## src/rtl/rf_pkg.sv

```systemverilog
package rf_pkg;
  localparam int RF_DATA_W = 32;
  localparam int RF_ID_W   = 4;

  // all-ones identifier of a given width is the null register
  function automatic logic is_null_id(input logic [RF_ID_W-1:0] id);
    return &id;
  endfunction
endpackage

```

## src/rtl/rf_wr_decode.sv

```systemverilog
module rf_wr_decode #(
  parameter int ID_W     = 4,
  parameter int NUM_REGS = (1 << ID_W) - 1
) (
  input  logic [ID_W-1:0]     dst_i,
  output logic [NUM_REGS-1:0] we_o
);
  // the null id matches no slot, so no enable fires
  for (genvar i = 0; i < NUM_REGS; i++) begin : g_dec
    assign we_o[i] = (dst_i == ID_W'(i));
  end
endmodule

```

## src/rtl/rf_storage.sv

```systemverilog
module rf_storage #(
  parameter int DATA_W   = 32,
  parameter int NUM_REGS = 15
) (
  input  logic                             clk_i,
  input  logic                             rst_ni,
  input  logic [NUM_REGS-1:0]              we_i,
  input  logic [DATA_W-1:0]                wdata_i,
  output logic [NUM_REGS-1:0][DATA_W-1:0]  regs_o
);
  for (genvar i = 0; i < NUM_REGS; i++) begin : g_reg
    always_ff @(posedge clk_i or negedge rst_ni) begin
      if (!rst_ni)    regs_o[i] <= '0;
      else if (we_i[i]) regs_o[i] <= wdata_i;
    end
  end
endmodule

```

## src/rtl/rf_rd_port.sv

```systemverilog
module rf_rd_port #(
  parameter int DATA_W   = 32,
  parameter int ID_W     = 4,
  parameter int NUM_REGS = (1 << ID_W) - 1
) (
  input  logic [NUM_REGS-1:0][DATA_W-1:0] regs_i,
  input  logic [ID_W-1:0]                 src_i,
  output logic [DATA_W-1:0]               data_o
);
  // AND-OR select; the null id selects nothing and yields zero
  always_comb begin
    data_o = '0;
    for (int i = 0; i < NUM_REGS; i++) begin
      if (src_i == ID_W'(i)) data_o = data_o | regs_i[i];
    end
  end
endmodule

```

## src/rtl/reg_file_2r1w.sv

```systemverilog
module reg_file_2r1w
  import rf_pkg::*;
#(
  parameter int DATA_W = RF_DATA_W,
  parameter int ID_W   = RF_ID_W
) (
  input  logic              clk_i,
  input  logic              rst_ni,
  input  logic [ID_W-1:0]   src_a_i,
  output logic [DATA_W-1:0] val_a_o,
  input  logic [ID_W-1:0]   src_b_i,
  output logic [DATA_W-1:0] val_b_o,
  input  logic [ID_W-1:0]   dst_i,
  input  logic [DATA_W-1:0] wdata_i
);
  localparam int NUM_REGS = (1 << ID_W) - 1;
  localparam int NUM_RD   = 2;

  logic [NUM_REGS-1:0]             we;
  logic [NUM_REGS-1:0][DATA_W-1:0] regs;
  logic [NUM_RD-1:0][ID_W-1:0]     rd_src;
  logic [NUM_RD-1:0][DATA_W-1:0]   rd_data;

  assign rd_src[0] = src_a_i;
  assign rd_src[1] = src_b_i;
  assign val_a_o   = rd_data[0];
  assign val_b_o   = rd_data[1];

  rf_wr_decode #(.ID_W(ID_W), .NUM_REGS(NUM_REGS)) u_dec (
    .dst_i (dst_i),
    .we_o  (we)
  );

  rf_storage #(.DATA_W(DATA_W), .NUM_REGS(NUM_REGS)) u_store (
    .clk_i   (clk_i),
    .rst_ni  (rst_ni),
    .we_i    (we),
    .wdata_i (wdata_i),
    .regs_o  (regs)
  );

  for (genvar p = 0; p < NUM_RD; p++) begin : g_rd
    rf_rd_port #(.DATA_W(DATA_W), .ID_W(ID_W), .NUM_REGS(NUM_REGS)) u_rd (
      .regs_i (regs),
      .src_i  (rd_src[p]),
      .data_o (rd_data[p])
    );
  end
endmodule

```

## config.mk

```make
export PLATFORM = sky130hd
export DESIGN_NAME = reg_file_2r1w
export DESIGN_NICKNAME = d
export VERILOG_FILES = /design/src/rtl/rf_pkg.sv /design/src/rtl/rf_wr_decode.sv /design/src/rtl/rf_storage.sv /design/src/rtl/rf_rd_port.sv /design/src/rtl/reg_file_2r1w.sv
export SDC_FILE = /design/constraint.sdc
export NUM_CORES = 1
export LEC_CHECK = 0
export BUFFER_PORTS_ARGS = -buffer_cell sky130_fd_sc_hd__buf_2
export CORE_MARGIN = 2
export CORE_UTILIZATION = 35
export DETAILED_ROUTE_END_ITERATION = 8
export MAX_ROUTING_LAYER = met4
export PLACE_DENSITY_LB_ADDON = 0.15
export SLEW_MARGIN = 10
export SYNTH_ARGS = -nofsm -noshare
export SYNTH_HDL_FRONTEND = slang
export SYNTH_SLANG_ARGS = --single-unit
```

## constraint.sdc

```tcl
create_clock -name clk_i -period 2.6 [get_ports clk_i]
set_clock_uncertainty 0.2 [all_clocks]
set_input_delay 0.39 -clock clk_i [delete_from_list [all_inputs] [get_ports clk_i]]
set_output_delay 0.39 -clock clk_i [all_outputs]
set_load 0.1 [all_outputs]
```

==> results of run 1 <==
-- cells by family (layout without fill, tap and decap cells) --
kind of cell	Yosys count	count (layout)	share of synthesized area
buffers and inverters	214	547	0.0369
muxes	641	641	0.285
and+or+nand+nor	226	228	0.0514
other	0	2	0
DFF	480	480	0.486
AOI/OAI and AO/OA	480	480	0.141
-- area by class of cell --
cell class | count | area, um2
inverter | 1 | 3.75
fill | 6291 | 37000
multi-input combinational | 1349 | 12500
antenna | 2 | 5.00
tap | 940 | 1180
timing repair buffer | 444 | 5520
sequential | 480 | 12000
clock inverter | 22 | 179
clock buffer | 80 | 1640
-- through the flow --
stage,TNS (ns),util
after floorplan,-3.75,-
after CTS,-4.30,0.467
final,-3.88,0.472
after global routing,-7.03,0.472
after global placement,-7.89,0.424
after detailed placement,-8.50,0.424
-- metal layers --
layer | share of wire | vias to the layer above
li1 | - | 8463
met1 | 0.42 | 10600
met2 | 0.46 | 1068
met3 | 0.086 | 230
met4 | 0.033 | 0
met5 | 0 | -
-- final timing paths --
path / start / end / cells past startpoint / slack, ns
min reg2reg: u_store.regs_o[28] / u_store.regs_o[28] / 1 / 0.32
max in group asynchronous: rst_ni / u_store.regs_o[305] / 3 / 1.18
max: u_store.regs_o[126] / val_b_o[30] / 5 / -0.27
max reg2reg: u_store.regs_o[382] / u_store.regs_o[382] / 3 / 1.37
min: wdata_i[11] / u_store.regs_o[459] / 2 / 0.02
min in group asynchronous: rst_ni / u_store.regs_o[416] / 2 / 0.16
-- cells in the final DEF, fill, tap and decap left out, types with 3 or more instances in the layout --
cell type,n
buf_6,25
nor2_2,3
mux2_2,465
clkinv_2,14
clkbuf_1,10
nand3b_1,8
dfrtp_1,478
nor3_2,8
buf_4,201
nor2_4,7
or2_2,7
a22oi_2,35
clkbuf_8,13
clkbuf_16,57
nor2_1,63
mux2_1,16
buf_2,37
a21oi_1,28
nand4_1,30
mux2i_1,154
nand2b_1,5
o21ai_0,3
nor2b_4,7
a211oi_2,11
buf_12,166
nand2_1,34
clkinv_4,3
dlygate4sd3_1,10
o22ai_1,117
or4b_4,29
o22a_1,30
o22ai_2,6
a222oi_1,29
clkinvlp_4,3
a211oi_1,21
a22oi_1,186
-- worst max-delay path, cell delays in order, from the launching register on --
cell and delay, ns:
dfrtp_1 0.41, mux2_2 0.29, a221oi_2 0.25, nor3_1 0.09, or3_4 0.43, buf_12 0.18
-- power breakdown --
part	internal [mW]	switching, mW	total [mW]
Combinational	3.94	4.39	8.33
Clock	4.57	3.31	7.88
Sequential	9.14	1.41	10.5
-- repair_timing --
item	CTS	global route
resized for setup	74	45
endpoints found under the setup margin	64	59
hold buffers	10	0
cloned	5	0
pin swaps	55	42
buffers inserted	90	15
endpoints found under the hold margin	90	0
==> PnR_summary.wiki, run 1 <==
{| class="wikitable"
! Metric !! Value
|-
| Run status || finished, violations left
|-
| Violated checks || negative setup slack
|-
| Distinct cells, synth || 46
|-
| Worst Setup Start Kind || flip-flop
|-
| Post-synthesis instance total || a little over 2,000
|-
| Share of the synthesized area in the top cell type || 0.486
|-
| Tot Pwr || approximately 27 mW
|-
| Clock Pin Slew Worst Setup and Hold Paths || ~0.060 ns
|-
| Global-route met2 utilization || 0.425
|-
| Global-route wire length before repair || ~150,000 um
|-
| Initial antenna violation count || 2
|-
| Count of maximum capacitance violations || 0
|-
| Required time at the endpoint of the critical path || approximately 2.0 ns
|-
| Worst endpoint data arrival time || ~2.3 ns
|-
| Async SR Flop Fraction || 1.00
|-
| Last weighted congestion value of the routability-driven placer || just under 0.9
|-
| Commonest cells in the synthesized netlist || dfrtp_1 (480), mux2_2 (467), a22oi_1 (221)
|-
| Mean instance size in the synthesized netlist || around 12 um2
|-
| Number of global-route vias before repair || roughly 21,000
|-
| Clock buffer count from CTS || between 50 and 60
|-
| Share of the yosys chip area belonging to registers || 0.486
|-
| Worst setup EP type || output pin
|-
| Area growth, synth to finish || 33.5%
|-
| Leading registers by flop count || u_store.regs_o (480)
|-
| GRT busiest layer || met2
|-
| Detailed-routing iteration count for the pre-antenna-repair pass || 7
|-
| Register bit total from synthesis || 480
|-
| Routed WL per cell || about 30 um
|-
| Final cell count without fillers || approximately 3,300
|-
| Post-route cell area || 33,000 um2
|-
| Routed Antenna Nets || 0
|-
| Effective utilization at floorplan || 0.353
|-
| DP Worst Slack || -0.241 ns
|-
| Row count || 97
|-
| Kind of critical path || reg -> out
|-
| Number of flops mapped to enable cells by yosys || 0
|-
| Predominant post-synthesis flop cell || dfrtp_1
|-
| GRT Overall Usage || 0.278
|-
| GR Util met1 || 0.375
|-
| Class of the most critical hold timing path || in -> reg
|-
| Max-slew headroom || 0.506
|-
| Number of flip-flops under the largest register name || 480
|-
| Die width || 270 um
|-
| Area of the placeable core || approximately 70,000 um2
|-
| Final count of negative-setup-slack endpoints || 44
|-
| Final critical delay including setup and external delays || 2.87 ns
|-
| Largest net degree at the start of global routing || 72
|-
| Maximum buffer depth of the clock tree || 3
|-
| Synthesized Nets || 2,087
|-
| Die area || about 73,000 um2
|-
| Buffer cell driving the clock tree root || clkbuf_16
|-
| Final worst path period share || 1.10
|-
| Post-layout net count || between 2,000 and 2,500
|-
| Transition time at the pin with the least slew margin || 0.740 ns
|-
| Hpwl dp || between 60,000 and 70,000 um
|-
| Via density per instance || around 6.1
|-
| DRC violation count after routing || 0
|-
| TritonCTS clock tree || built
|-
| F_max || roughly 350 MHz
|-
| Register containing the most flip-flops in the final layout || u_store.regs_o
|-
| Maximum fanout count along the critical path || 3
|-
| Skew-Pair Late Insertion Delay || roughly 0.61 ns
|-
| Die span in y || roughly 270 um
|-
| Post-synth top area cell || dfrtp_1
|-
| Summed instance area of the synthesized netlist || about 25,000 um2
|-
| P per Cell Area || roughly 800 nW/um2
|-
| Final setup margin || -0.268 ns
|-
| Number of buffer cells added on primary ports || between 100 and 150
|-
| Number of warnings printed during yosys synthesis || 0
|-
| RSZ-0062 raised after global routing || true
|-
| # placed instances || 3,096
|-
| Clock net sink count || between 400 and 500
|-
| Count of routing violations after the opening detailed-route iteration || around 2,100
|-
| Area contributors post-synth || dfrtp_1 (49%), mux2_2 (21%), a22oi_1 (6.7%)
|-
| Number of hold violations in the final report || 0
|-
| Wirelength, routed || between 90,000 and 100,000 um
|-
| Leakage power total || around 14 nW
|-
| Maximum ir drop on the vdd rail || 520 uV
|-
| Global-route track usage on met3 || 0.0482
|-
| Remaining global-route overflow || 0
|-
| Total vias in the final route || between 20,000 and 25,000
|-
| Placed Instance Area || about 30,000 um2
|-
| Max-slew violation count || 0
|-
| Dominant cell by count in the synthesized netlist || dfrtp_1
|-
| Post-route worst hold slack || roughly 0.015 ns
|-
| Top-level I/O count || between 100 and 150
|-
| Clock H-tree levels || 2
|-
| Share of final-layout standard cells stronger than drive strength 1 || 0.478
|}
Power figures use the tool's default switching activity.
==> inputs of run 2 (changes only) <==
clock period = 2.7 ns   (was 2.6 ns; I/O delays follow)
==> PnR_summary.wiki, run 2 (synthesis results as in run 1) <==
{| class="wikitable"
! Metric !! Value
|-
| Worst Setup Start Kind || flip-flop
|-
| Post-layout util || 0.461 (-0.0103)
|-
| Area used by multi-input combinational logic || 12,500 um2 (-0.14%)
|-
| Reg area || 12,000 um2 (about the same)
|-
| Final setup margin || -0.141 ns (+0.126 ns)
|-
| Run status || finished, violations left
|-
| Die width || 270 um (unchanged)
|-
| Max-slew violation count || 0 (unchanged)
|-
| Routed Antenna Nets || 0 (unchanged)
|-
| Transition time at the pin with the least slew margin || 0.733 ns (-0.00683 ns)
|-
| # placed instances || 3,048 (-1.6%)
|-
| Wirelength, routed || 99,400 um (-0.47%)
|-
| Final count of negative-setup-slack endpoints || 23 (-48%)
|-
| Clock buffer count from CTS || 55 (-1.8%)
|-
| Psw || 8.60 mW (-5.6%)
|-
| Kind of critical path || reg -> out
|-
| Clock H-tree levels || 2 (unchanged)
|-
| Commonest non-fill, non-tap cell in the layout || dfrtp_1
|-
| Worst setup EP type || output pin
|-
| Clock Pin Slew Worst Setup and Hold Paths || 0.06 ns (about the same)
|-
| GRT Overall Usage || 0.275 (-0.00280)
|-
| Required time at the endpoint of the critical path || 2.10 ns (+0.09 ns)
|-
| Maximum buffer depth of the clock tree || 3 (unchanged)
|-
| Worst endpoint data arrival time || 2.24 ns (-0.04 ns)
|-
| Register containing the most flip-flops in the final layout || u_store.regs_o
|-
| Die span in y || 270 um (unchanged)
|-
| Clock net sink count || 480 (unchanged)
|-
| Number of hold violations in the final report || 0 (unchanged)
|-
| Last weighted congestion value of the routability-driven placer || 0.884 (-0.92%)
|-
| Number of global-route vias before repair || 20,400 (-2.5%)
|-
| Detailed-routing iteration count for the pre-antenna-repair pass || 7 (unchanged)
|-
| Routed WL per cell || 30.6 um (+1.8%)
|-
| Proportion of power drawn by the clock network || 0.303 (+0.009)
|-
| Post-layout net count || 2,303 (-3.2%)
|-
| Largest net degree at the start of global routing || 118 (+64%)
|-
| Row count || 97 (unchanged)
|-
| Max-slew headroom || 0.511 (+0.00560)
|-
| Top-level I/O count || 110 (unchanged)
|-
| Via density per instance || 6.13 (about the same)
|-
| Initial antenna violation count || 3 (+1)
|-
| Class of the most critical hold timing path || in -> reg
|-
| TritonCTS clock tree || built
|-
| Power share of the combinational group || 0.303 (-0.008)
|-
| P per Cell Area || 793 nW/um2 (-2.1%)
|-
| RSZ-0062 raised after global routing || true
|-
| Sum of negative setup slack || -0.782 ns (+3.10 ns)
|-
| Maximum ir drop on the vdd rail || 473 uV (-9.0%)
|-
| DRC violation count after routing || 0 (unchanged)
|-
| Leakage power total || 13.4 nW (-2.8%)
|-
| Register share of total power || 0.394 (about the same)
|-
| Hpwl dp || 60,200 um (-4.6%)
|-
| Effective utilization at floorplan || 0.353 (unchanged)
|-
| Area growth, synth to finish || 30.6%
|-
| Violated checks || negative setup slack
|-
| F_max || between 300 and 400 MHz
|-
| Final worst path period share || 1.05
|-
| Final critical delay including setup and external delays || ~2.8 ns
|-
| Final cell count without fillers || 3,245 (-2.2%)
|-
| Total vias in the final route || 19,900 (-2.1%)
|-
| Maximum fanout count along the critical path || 3 (unchanged)
|-
| Share of final-layout standard cells stronger than drive strength 1 || 0.460 (-0.0185)
|-
| Leading registers by flop count || u_store.regs_o (480)
|-
| Count of maximum capacitance violations || 0 (unchanged)
|-
| Global-route wire length before repair || 144,000 um (-1.5%)
|-
| Skew-Pair Late Insertion Delay || 0.60 ns (about the same)
|-
| Fill cell instance count of the final layout || 6,263 (-0.45%)
|-
| Remaining global-route overflow || 0 (unchanged)
|-
| Buffer cell driving the clock tree root || clkbuf_16
|-
| Most used cells in the layout excluding fill and tap cells || dfrtp_1 (480), mux2_2 (466), a22oi_1 (190), mux2i_1 (155), buf_4 (150)
|-
| Area of the placeable core || 70,000 um2 (unchanged)
|-
| Int Pwr || 17.0 mW (-3.5%)
|-
| Count of routing violations after the opening detailed-route iteration || 1,916 (-8.4%)
|-
| Die area || 72,800 um2 (unchanged)
|-
| Switching power as a share of total power || 0.335 (-0.00496)
|-
| Number of buffer cells added on primary ports || 109 (unchanged)
|-
| Number of flip-flops under the largest register name || 480 (unchanged)
|}
[run 2: cell types whose count changed in the layout (fill, tap and decap cells not counted), moves of 6 or more]
cell	delta
buf_12	-17
buf_4	-51
clkinv_2	-6
clkbuf_1	+6
[run 2: power by group through the flow]
stage	combinational (mW)	clock (mW)	sequential, mW
global route	8.14	8.20	10.3
CTS	7.55	7.91	10.0
finish	7.77	7.77	10.1
floorplan	4.83	0	9.76
global placement	7.14	0	10.1
detailed placement	7.24	0	10.2
[run 2: final timing paths]
check | slack (ns) | startpoint | to | cells after the start
max | -0.14 | u_store.regs_o[382] | val_b_o[30] | 5
max reg2reg | 1.50 | u_store.regs_o[180] | u_store.regs_o[180] | 3
min in group asynchronous | 0.03 | rst_ni | u_store.regs_o[132] | 2
min | 0.02 | wdata_i[6] | u_store.regs_o[166] | 2
max in group asynchronous | 1.27 | rst_ni | u_store.regs_o[407] | 3
min reg2reg | 0.32 | u_store.regs_o[27] | u_store.regs_o[27] | 1
[run 2: final cells by class]
cell class,instances,area share
Multi-Input combinational cell,1347,0.386
Tap cell,940,0.0364
Clock inverter,17,0.00716
Antenna cell,3,0.000232
Timing Repair Buffer,372,0.147
Clock buffer,85,0.0508
Inverter,1,0.000116
Sequential cell,480,0.372
[run 2: what timing repair did]
| action | in CTS | in global routing |
|---|---|---|
| pin swaps | 32 | 37 |
| hold buffers | 5 | 0 |
| hold endpoints to repair | 485 | 0 |
| resized for setup | 74 | 66 |
| cloned | 3 | 0 |
| buffers inserted | 45 | 39 |
| setup endpoints to repair | 64 | 57 |
[run 2: per-stage QoR]
step / setup WS [ns] / instance area [um2] / hold WS, ns / power [mW]
3_5_place_dp: -0.238 / 29000 / 0.0818 / 17.4
3_3_place_gp: -0.252 / 29000 / 0.0872 / 17.3
4_1_cts: -0.125 / 31700 / 0.00604 / 25.5
6_report: -0.141 / 32300 / 0.0211 / 25.6
5_1_grt: -0.211 / 32300 / 0.0353 / 26.6
2_1_floorplan: -0.0748 / 25000 / -0.0906 / 14.6
[run 2: worst max-delay path, cell delays in order (launching register included)]
cell     delay, ns
dfrtp_1       0.40
mux4_2        0.49
nor2_2        0.12
nor3_2        0.05
or3_4         0.37
buf_12        0.18
[run 2: routing by layer]
layer / part of all wire / vias to the layer above / track usage / wire length, um
li1: - / 8326 / - / -
met4: 0.039 / 0 / 0.0912 / 3870
met5: 0 / - / - / 0
met1: 0.43 / 10300 / 0.371 / 42500
met3: 0.077 / 247 / 0.0427 / 7660
met2: 0.46 / 1015 / 0.425 / 45300
==> inputs of run 3 (changes only) <==
ABC_AREA = 1   (was not set)
==> PnR_summary.wiki, run 3 <==
{| class="wikitable"
! Metric !! Value
|-
| Run status || finished clean
|-
| Async SR Flop Fraction || 1.00 (unchanged)
|-
| Final worst path period share || 0.953 (-0.0997)
|-
| Largest net degree at the start of global routing || 74 (-37%)
|-
| Clock buffer count from CTS || 58 (+5.5%)
|-
| Critical R2R Capture || u_store.regs_o[314]
|-
| Post-synth top area cell || dfrtp_1
|-
| Share of the yosys chip area belonging to registers || 0.453 (-0.0331)
|-
| Mean instance size in the synthesized netlist || 6.94 um2 (-43%)
|-
| Register bit total from synthesis || 480 (unchanged)
|-
| Register share of total power || 0.407 (+0.013)
|-
| Sum of negative setup slack || 0 ns (+0.782 ns)
|-
| Max-slew headroom || 0.452 (-0.0590)
|-
| Effective utilization at floorplan || 0.355 (+0.00157)
|-
| Worst Setup Start Kind || input pin
|-
| Die area || 78,100 um2 (+7.2%)
|-
| Critical path endpoint || val_a_o[3]
|-
| Post-route cell area || 32,200 um2 (-0.45%)
|-
| Remaining global-route overflow || 0 (unchanged)
|-
| Count of maximum capacitance violations || 0 (unchanged)
|-
| Summed instance area of the synthesized netlist || 26,500 um2 (+7.3%)
|-
| Maximum fanout count along the critical path || 17 (+14)
|-
| Area used by multi-input combinational logic || 12,300 um2 (-1.1%)
|-
| Number of hold violations in the final report || 0 (unchanged)
|-
| Diodes inserted || 0 (-3)
|-
| Most used cells in the layout excluding fill and tap cells || nand2_1 (1,260), nand3_1 (832), o21ai_0 (480), dfrtp_1 (480), inv_1 (234)
|-
| Die width || 279 um (+3.5%)
|-
| # placed instances || 4,751 (+56%)
|-
| Detailed-routing iteration count for the pre-antenna-repair pass || 6 (-1)
|-
| Predominant post-synthesis flop cell || dfrtp_1
|-
| Number of global-route vias before repair || 24,100 (+18%)
|-
| Required time at the endpoint of the critical path || 2.10 ns (about the same)
|-
| Routed WL per cell || 20.3 um (-34%)
|-
| Clock H-tree levels || 2 (unchanged)
|-
| Final count of negative-setup-slack endpoints || 0 (-100%)
|-
| Number of flops mapped to enable cells by yosys || 0 (unchanged)
|-
| Slack of the worst reg-to-reg path || 1.76 ns (+0.26 ns)
|-
| Hpwl dp || 60,100 um (-0.15%)
|-
| Clock Pin Slew Worst Setup and Hold Paths || 0.06 ns (about the same)
|-
| F_max || 389 MHz (+10%)
|-
| Top-level I/O count || 110 (unchanged)
|-
| Count of routing violations after the opening detailed-route iteration || 2,290 (+20%)
|-
| Reg area || 12,000 um2 (unchanged)
|-
| Global-route wire length before repair || 153,000 um (+6.2%)
|-
| Number of flip-flops under the largest register name || 480 (unchanged)
|-
| P per Cell Area || 738 nW/um2 (-7.0%)
|-
| Leading registers by flop count || u_store.regs_o (480)
|-
| Commonest non-fill, non-tap cell in the layout || nand2_1
|-
| Area contributors post-synth || dfrtp_1 (45%), nand2_1 (18%), nand3_1 (16%)
|-
| Die span in y || 279 um (+3.5%)
|-
| Int Pwr || 15.4 mW (-9.4%)
|-
| Commonest cells in the synthesized netlist || nand2_1 (1,263), nand3_1 (832), dfrtp_1 (480), o21ai_0 (480), inv_1 (234)
|-
| Area of the placeable core || 74,800 um2 (+6.8%)
|-
| Depth of the most critical reg-to-reg path || 2 (-1)
|-
| Final cell count without fillers || 4,859 (+50%)
|-
| Skew-Pair Late Insertion Delay || 0.63 ns (+0.03 ns)
|-
| Total vias in the final route || 25,500 (+28%)
|-
| Class of the most critical hold timing path || in -> async
|-
| Via density per instance || 5.25 (-14%)
|-
| Post-layout net count || 3,889 (+69%)
|-
| Initial antenna violation count || 1 (-2)
|-
| Leakage power total || 16.3 nW (+22%)
|-
| Worst setup EP type || output pin
|-
| Post-layout util || 0.430 (-0.0315)
|-
| Share of final-layout standard cells stronger than drive strength 1 || 0.100 (-0.359)
|-
| GRT Overall Usage || 0.261 (-0.0146)
|-
| Routed Antenna Nets || 0 (unchanged)
|-
| Transition time at the pin with the least slew margin || 0.821 ns (+0.0885 ns)
|-
| Switching power as a share of total power || 0.350 (+0.0144)
|-
| Area growth, synth to finish || 21.2%
|-
| Psw || 8.31 mW (-3.4%)
|-
| Synthesized Nets || 3,871 (+85%)
|-
| Kind of critical path || in -> out
|-
| Number of warnings printed during yosys synthesis || 0 (unchanged)
|-
| CP startpoint || src_a_i[1]
|-
| Maximum buffer depth of the clock tree || 3 (unchanged)
|-
| Power share of the combinational group || 0.247 (-0.056)
|-
| Register containing the most flip-flops in the final layout || u_store.regs_o
|-
| Dominant cell by count in the synthesized netlist || nand2_1
|-
| Max-slew violation count || 0 (unchanged)
|-
| Final critical delay including setup and external delays || 2.57 ns (-0.269 ns)
|-
| Worst endpoint data arrival time || 1.97 ns (-0.27 ns)
|-
| Number of buffer cells added on primary ports || 109 (unchanged)
|-
| RSZ-0062 raised after global routing || false
|-
| Number of setup buffers added after CTS || 0 (-100%)
|-
| DRC violation count after routing || 0 (unchanged)
|-
| TritonCTS clock tree || built
|-
| Maximum ir drop on the vdd rail || 532 uV (+12%)
|-
| Buffer cell driving the clock tree root || clkbuf_16
|-
| Proportion of power drawn by the clock network || 0.346 (+0.043)
|-
| Post-route worst hold slack || 0.0780 ns (+0.0569 ns)
|-
| Launch instance of the worst register-to-register path || u_store.regs_o[314]
|-
| Post-synthesis instance total || 3,825 (+87%)
|-
| Row count || 100 (+3.1%)
|-
| Wirelength, routed || 98,500 um (-0.85%)
|-
| Distinct cells, synth || 14 (-70%)
|-
| Clock net sink count || 480 (unchanged)
|-
| Placed Instance Area || 30,200 um2 (+4.1%)
|-
| Fill cell instance count of the final layout || 7,630 (+22%)
|-
| Last weighted congestion value of the routability-driven placer || 0.819 (-7.3%)
|-
| Share of the synthesized area in the top cell type || 0.453 (-0.0331)
|}
## run 3: changes by cell type in the layout (fill, tap and decap cells not counted), moves of 87 or more
cell / previous run / this run
nand2_1: 34 / 1260
mux2_2: 466 / 0
a22oi_1: 190 / 0
nand3_1: 1 / 832
inv_1: 1 / 234
nor2_1: 63 / 198
o21ai_0: 3 / 480
mux2i_1: 155 / 0
buf_4: 150 / 63
o22ai_1: 122 / 0
## run 3: metrics by stage
| stage | setup slack [ns] | power (mW) |
|---|---|---|
| floorplan | 0.316 | 13.1 |
| global placement | 0.122 | 15.6 |
| detailed placement | 0.0962 | 15.6 |
| CTS | 0.0914 | 23.9 |
| global route | 0.00589 | 24.9 |
| finish | 0.128 | 23.7 |
## run 3: layout make-up
| cell class | count | share of cell area |
|---|---|---|
| clock inverters | 10 | 0.00447 |
| multi-input cells | 2803 | 0.383 |
| clock buffers | 97 | 0.0575 |
| repair buffers | 258 | 0.115 |
| flip-flops and latches | 480 | 0.373 |
| inverters | 242 | 0.0284 |
| well taps | 969 | 0.0377 |
## run 3: per-layer routing
layer,track usage,part of all wire,routed length (um)
met5,-,0,0
met4,0.0605,0.022,2200
met3,0.0271,0.058,5730
met2,0.406,0.45,44500
met1,0.367,0.47,46100
## run 3: cells by family (layout without fill, tap and decap cells)
family,count (synthesis),after routing,synth area share
and+or+nand+nor,2323,2323,0.370
buffers and inverters,542,607,0.0868
AOI/OAI and AO/OA,480,480,0.0905
DFF,480,480,0.453
## run 3: timing repair
item                                   in CTS  in global routing
hold buffers                                1                  0
endpoints found under the hold margin     408                  0
setup endpoints to repair                   0                  2
resized for setup                           0                  1
## run 3: critical path, cell delays in order
cell	delay, ns
buf_2	0.17
nand2_1	0.15
clkinv_2	0.13
buf_4	0.31
nand3_1	0.12
nand2_1	0.10
nor2_1	0.05
nand2_1	0.08
inv_1	0.04
nand2_1	0.18
buf_12	0.21
## run 3: worst min-delay path by stage
stage / from / to / slack [ns] / cells past startpoint
CTS: wdata_i[4] / u_store.regs_o[324] / 0.05 / 3
global placement: rst_ni / u_store.regs_o[362] / 0.15 / 1
finish: rst_ni / u_store.regs_o[362] / 0.08 / 2
detailed placement: rst_ni / u_store.regs_o[330] / 0.16 / 1
global route: rst_ni / u_store.regs_o[327] / 0.10 / 2
floorplan: rst_ni / u_store.regs_o[0] / -0.09 / 0
## run 3: power groups by stage
stage / Combinational, mW / Sequential [mW] / Clock [mW]
after floorplan: 3.65 / 9.46 / 0
after detailed placement: 5.91 / 9.74 / 0
after global placement: 5.83 / 9.75 / 0
after CTS: 5.91 / 9.63 / 8.38
after global routing: 6.38 / 9.85 / 8.68
final: 5.87 / 9.65 / 8.22
